===== config.mk =====
export PLATFORM = sky130hd
export DESIGN_NAME = lane_shift_unit
export DESIGN_NICKNAME = d
export VERILOG_FILES = /design/src/rtl/lane_shift_pkg.sv /design/src/rtl/lane_shift_slice.sv /design/src/rtl/shift_reg_gate.sv /design/src/rtl/lane_shift_unit.sv
export SDC_FILE = /design/constraint.sdc
export NUM_CORES = 1
export LEC_CHECK = 0
export ABC_AREA = 1
export BUFFER_PORTS_ARGS = -buffer_cell sky130_fd_sc_hd__buf_2
export CORE_MARGIN = 2
export CORE_UTILIZATION = 49
export CTS_CLUSTER_SIZE = 40
export DETAILED_ROUTE_END_ITERATION = 10
export PLACE_DENSITY = 0.69
export SLEW_MARGIN = 20
export SYNTH_ARGS = -nofsm -noshare
export SYNTH_HDL_FRONTEND = slang
export SYNTH_SLANG_ARGS = --single-unit

===== constraint.sdc =====
create_clock -name clk -period 12.9 [get_ports clk]
set_clock_uncertainty 0.2 [all_clocks]
set_input_delay 1.935 -clock clk [delete_from_list [all_inputs] [get_ports clk]]
set_output_delay 1.935 -clock clk [all_outputs]
set_load 0.03 [all_outputs]

===== src/rtl/lane_shift_pkg.sv =====
package lane_shift_pkg;
   typedef enum logic [1:0] {
      SK_ASR  = 2'b00,
      SK_LSR  = 2'b01,
      SK_LSL  = 2'b10,
      SK_NONE = 2'b11
   } shift_kind_e;

   localparam logic [1:0] MODE_ALT = 2'b01;
endpackage


===== src/rtl/lane_shift_slice.sv =====
module lane_shift_slice
   import lane_shift_pkg::*;
#(
   parameter int LANE_W = 16,
   parameter int AMT_W  = 4
) (
   input  logic [LANE_W-1:0] x,
   input  logic [AMT_W-1:0]  amt,
   input  shift_kind_e       kind,
   input  logic              alt,
   input  logic              sgn,
   output logic [LANE_W-1:0] y
);
   localparam logic [LANE_W-1:0] S_MAX = {1'b0, {(LANE_W-1){1'b1}}};
   localparam logic [LANE_W-1:0] S_MIN = {1'b1, {(LANE_W-1){1'b0}}};
   localparam logic [LANE_W-1:0] U_MAX = {LANE_W{1'b1}};

   logic [LANE_W-1:0] asr, lsr, lsl, below, back_s, back_u, sat_val, rnd_add;
   logic              rbit, ovf;

   assign asr    = $signed(x) >>> amt;
   assign lsr    = x >> amt;
   assign lsl    = x << amt;
   assign below  = x >> (amt - AMT_W'(1));
   assign rbit   = (amt != '0) & below[0];
   assign rnd_add = {{(LANE_W-1){1'b0}}, rbit & alt};

   assign back_s = $signed(lsl) >>> amt;
   assign back_u = lsl >> amt;
   assign ovf    = sgn ? (back_s != x) : (back_u != x);
   assign sat_val = sgn ? (x[LANE_W-1] ? S_MIN : S_MAX) : U_MAX;

   always_comb begin
      unique case (kind)
         SK_ASR:  y = asr + rnd_add;
         SK_LSR:  y = lsr + rnd_add;
         SK_LSL:  y = (alt && ovf) ? sat_val : lsl;
         default: y = '0;
      endcase
   end
endmodule


===== src/rtl/shift_reg_gate.sv =====
module shift_reg_gate #(
   parameter int IDX_W   = 5,
   parameter int BANK_LO = 16,
   parameter int BANK_HI = 29,
   parameter int SGN_HI  = 23
) (
   input  logic [IDX_W-1:0] rd_idx,
   input  logic [IDX_W-1:0] ra_idx,
   input  logic [IDX_W-1:0] rb_idx,
   input  logic             use_imm,
   output logic             legal,
   output logic             signed_bank
);
   localparam int NSRC = 3;
   localparam logic [IDX_W-1:0] LO_V  = IDX_W'(BANK_LO);
   localparam logic [IDX_W-1:0] HI_V  = IDX_W'(BANK_HI);
   localparam logic [IDX_W-1:0] SHI_V = IDX_W'(SGN_HI);

   logic [IDX_W-1:0] idx [NSRC];
   logic [NSRC-1:0]  in_rng, needed;

   assign idx[0] = rd_idx;
   assign idx[1] = ra_idx;
   assign idx[2] = rb_idx;
   assign needed = {~use_imm, 1'b1, 1'b1};

   for (genvar i = 0; i < NSRC; i++) begin : g_rng
      assign in_rng[i] = (idx[i] >= LO_V) && (idx[i] <= HI_V);
   end

   assign legal       = &(in_rng | ~needed);
   assign signed_bank = (ra_idx <= SHI_V);
endmodule


===== src/rtl/lane_shift_unit.sv =====
module lane_shift_unit
   import lane_shift_pkg::*;
#(
   parameter int DATA_W  = 32,
   parameter int LANE_W  = 16,
   parameter int IDX_W   = 5,
   parameter int BANK_LO = 16,
   parameter int BANK_HI = 29,
   parameter int SGN_HI  = 23,
   localparam int AMT_W  = $clog2(LANE_W)
) (
   input  logic              clk,
   input  logic              rst,
   input  logic              in_valid,
   input  logic [1:0]        shift_kind,
   input  logic              use_imm,
   input  logic [AMT_W-1:0]  imm_amt,
   input  logic [1:0]        mode,
   input  logic [DATA_W-1:0] opa,
   input  logic [DATA_W-1:0] opb,
   input  logic [IDX_W-1:0]  rd_idx,
   input  logic [IDX_W-1:0]  ra_idx,
   input  logic [IDX_W-1:0]  rb_idx,
   output logic [DATA_W-1:0] res,
   output logic              res_valid,
   output logic              bad_reg
);
   localparam int NUM_LANES = DATA_W / LANE_W;

   if (NUM_LANES * LANE_W != DATA_W) begin : g_bad_split
      $error("DATA_W must be a whole number of lanes");
   end
   if ((1 << AMT_W) != LANE_W) begin : g_bad_lane
      $error("LANE_W must be a power of two");
   end
   if (BANK_LO > SGN_HI || SGN_HI > BANK_HI) begin : g_bad_bank
      $error("bank limits out of order");
   end

   shift_kind_e       kind;
   logic              alt, legal, signed_bank;
   logic [DATA_W-1:0] lanes_out;

   assign kind = shift_kind_e'(shift_kind);
   assign alt  = (mode == MODE_ALT);

   shift_reg_gate #(
      .IDX_W(IDX_W), .BANK_LO(BANK_LO), .BANK_HI(BANK_HI), .SGN_HI(SGN_HI)
   ) u_gate (
      .rd_idx(rd_idx), .ra_idx(ra_idx), .rb_idx(rb_idx), .use_imm(use_imm),
      .legal(legal), .signed_bank(signed_bank)
   );

   for (genvar l = 0; l < NUM_LANES; l++) begin : g_lane
      logic [AMT_W-1:0] amt;
      assign amt = use_imm ? imm_amt : opb[l*LANE_W +: AMT_W];
      lane_shift_slice #(.LANE_W(LANE_W), .AMT_W(AMT_W)) u_slice (
         .x(opa[l*LANE_W +: LANE_W]), .amt(amt), .kind(kind),
         .alt(alt), .sgn(signed_bank), .y(lanes_out[l*LANE_W +: LANE_W])
      );
   end

   always_ff @(posedge clk) begin
      if (rst) begin
         res       <= '0;
         res_valid <= 1'b0;
         bad_reg   <= 1'b0;
      end else begin
         res_valid <= in_valid;
         bad_reg   <= in_valid & ~legal;
         if (in_valid) res <= legal ? lanes_out : '0;
      end
   end
endmodule


==> reports/results.ini <==
[place]
portBuffers=97
postPlaceCellArea_um2=8330
place_congestion=0.992
post-dp-hpwl_um=22200

[sta]
final-max-slew-violation-count=0
layout_min_cycle_time_ns=6.54
rsz0062_at_grt=no
finalCritPeriodShare=0.507
finalSetupViolations=0
max-slew-margin-rel=0.422
fin_setup_tns_ns=0
fmax_ghz=0.153
tightest_slew_ns=0.864
hold_viol_final=0

[clock_tree]
hold_buffers=0
clk_path_buf_depth=2
cts_resized=0
clk_latency_ns=0.28
clock-sinks=34
cts_setup_buffers=0
cts_tree=yes
cts_root_buf=clkbuf_16
cts_made_buffers=5
htreeDepth=2
clkTransAtPathRegs_ns=0.06

[global_route]
grt_pass1_vias=9292
antenna_found_initial=0
grt_max_degree=53
track_usage=0.325
grt_overflow=0
grt_first_pass_wirelength_um=47500

[logic_synthesis]
yosysSeqAreaShare=0.0850
synth_edf_count=0
yosysTopAreaCell=nand2_1
synth-seq-cells=34
netlist_area_um2=8010
syn_avg_cell_area_um2=5.04
synth.distinct_cells=53
yosysWarnings=0
synth_nets=1686
synth_top_area_frac=0.271
yosys-top-cells-area=nand2_1 27%, nand3_1 23%, dfxtp_1 8.5%
synth_ff_type=dfxtp_1
synthCells=1589
synthArstFlopShare=0

[routing]
avgViaCountPerCell=5.95
vias=10920
drc_errors=0
dr.pass1.iters=7
drt_wl_total_um=29300
wl_per_cell_um=16.0
drt_first_iter_violations=1845
final_antenna_net_count=0

[cells_and_area]
syn_to_final_growth_pct=6.27
nets=1714
drive_above_1_share=0.113
largest_register_ffs=32
n_antenna_cell=0
postLayoutCellArea_um2=8510

[power_and_ir_drop]
powerDensity_nw_per_um2=81.2
p_leak_nw=4.56
peakVddDrop_v=0.0000537

[setup_path]
critical_path.slowest_cell=a2111oi_0
r2r_end=res[30]$_SDFFE_PP0P_
cp.arrival_ns=6.55
crit_end=res[12]$_SDFFE_PP0P_
start_kind=input port
cp-startpoint=use_imm
r2r_slack_ns=12.07
r2r_start=res[30]$_SDFFE_PP0P_
crit_type=in -> reg
r2r_cells=2
crit_path_max_fanout=52
cp.required_ns=12.91
max_stage_delay_ns=0.62
crit_top_cell=nand2_1
end_kind=register

[floorplanning]
fp.coreArea_um2=15900
top_level_ports=125
dieArea_um2=17400
start_util=0.502
die_w_um=132
num_rows=46
dieHeight_um=132

[worst_hold_path]
hold_class=reg -> reg

[status]
outcome=finished, final reports clean

[run]
drv_cap=0

-- layout make-up --
| type | count | area, um2 |
|---|---|---|
| clock buffer | 5 | 125 |
| clock inverter | 3 | 40.0 |
| fill | 1829 | 7430 |
| inverter | 138 | 520 |
| multi-input combinational | 1330 | 6300 |
| sequential | 34 | 681 |
| tap | 216 | 270 |
| timing repair buffer | 108 | 568 |
-- cells by family after synthesis --
group	Yosys count	share of synthesized area
xor+xnor	6	0.00656
simple gates	1118	0.622
fa+ha+maj	6	0.00938
mux	3	0.00375
compound gates	197	0.143
flops	34	0.0850
buf+inv	225	0.130
-- through the flow --
stage | std cells | power [mW] | util | hold slack (ns) | setup slack [ns]
global placement | 1826 | 0.540 | 0.522 | 0.249 | 6.16
detailed placement | 1826 | 0.543 | 0.522 | 0.254 | 6.15
CTS | 1834 | 0.679 | 0.533 | 0.263 | 6.42
finish | 1834 | 0.691 | 0.534 | 0.259 | 6.36
global route | 1834 | 0.750 | 0.534 | 0.275 | 5.79
floorplan | 1589 | 0.447 | - | 0.395 | 7.32
-- power breakdown --
part / total, mW / switching [mW] / internal [mW]
Clock: 0.135 / 0.0449 / 0.0903
Combinational: 0.448 / 0.314 / 0.134
Sequential: 0.108 / 0.000900 / 0.107
Total: 0.691 / 0.360 / 0.331
-- worst max-delay path, delay by kind of cell --
kind / cells / cell delay (ns)
AOI/OAI and AO/OA: 5 / 1.16
xor gates and xnor gates: 1 / 0.19
adders and majority gates: 3 / 0.76
buffers and inverters: 10 / 1.41
and+or+nand+nor: 11 / 1.02
-- Yosys cell counts (18+ instances only) --
master,instances
dfxtp_1,34
nor2_1,87
nand4_1,20
nand2_1,578
a21oi_1,73
o21ai_1,20
buf_2,28
o211ai_1,18
inv_1,123
nand3_1,361
clkbuf_1,23
o21ai_0,47
-- layout by cell type (no fill, tap or decap), drive strengths merged, types with 4 or more instances in the layout --
master	count
o31ai	4
ha	6
o211ai	18
a21oi	73
xor2	6
a31oi	8
nand2	601
dfxtp	34
nand4	20
o21a	4
nand3b	6
o22ai	5
or2	5
nor2	97
nor3	7
inv	135
o21ai	69
nand3	373
and2	4
buf	108
clkinv	5
clkbuf	5
-- how the worst min path moves through the flow --
| stage | from | end | slack, ns | depth (start not counted) |
|---|---|---|---|---|
| 6_report | res[21]$_SDFFE_PP0P_ | res[21]$_SDFFE_PP0P_ | 0.26 | 2 |
| 5_1_grt | res[2]$_SDFFE_PP0P_ | res[2]$_SDFFE_PP0P_ | 0.28 | 2 |
| 4_1_cts | res[9]$_SDFFE_PP0P_ | res[9]$_SDFFE_PP0P_ | 0.26 | 2 |
| 3_5_place_dp | res[9]$_SDFFE_PP0P_ | res[9]$_SDFFE_PP0P_ | 0.25 | 2 |
| 3_3_place_gp | res[4]$_SDFFE_PP0P_ | res[4]$_SDFFE_PP0P_ | 0.25 | 2 |
| 2_1_floorplan | res[10]$_SDFFE_PP0P_ | res[10]$_SDFFE_PP0P_ | 0.39 | 2 |
-- routing by layer --
layer	GRT usage	share of wire	up-vias
li1	-	-	5338
met1	0.475	0.44	4809
met2	0.495	0.42	709
met3	0.0481	0.12	64
met4	0.0924	0.026	0
met5	0	0	-
Note: power is estimated with default switching activity, not from simulation.
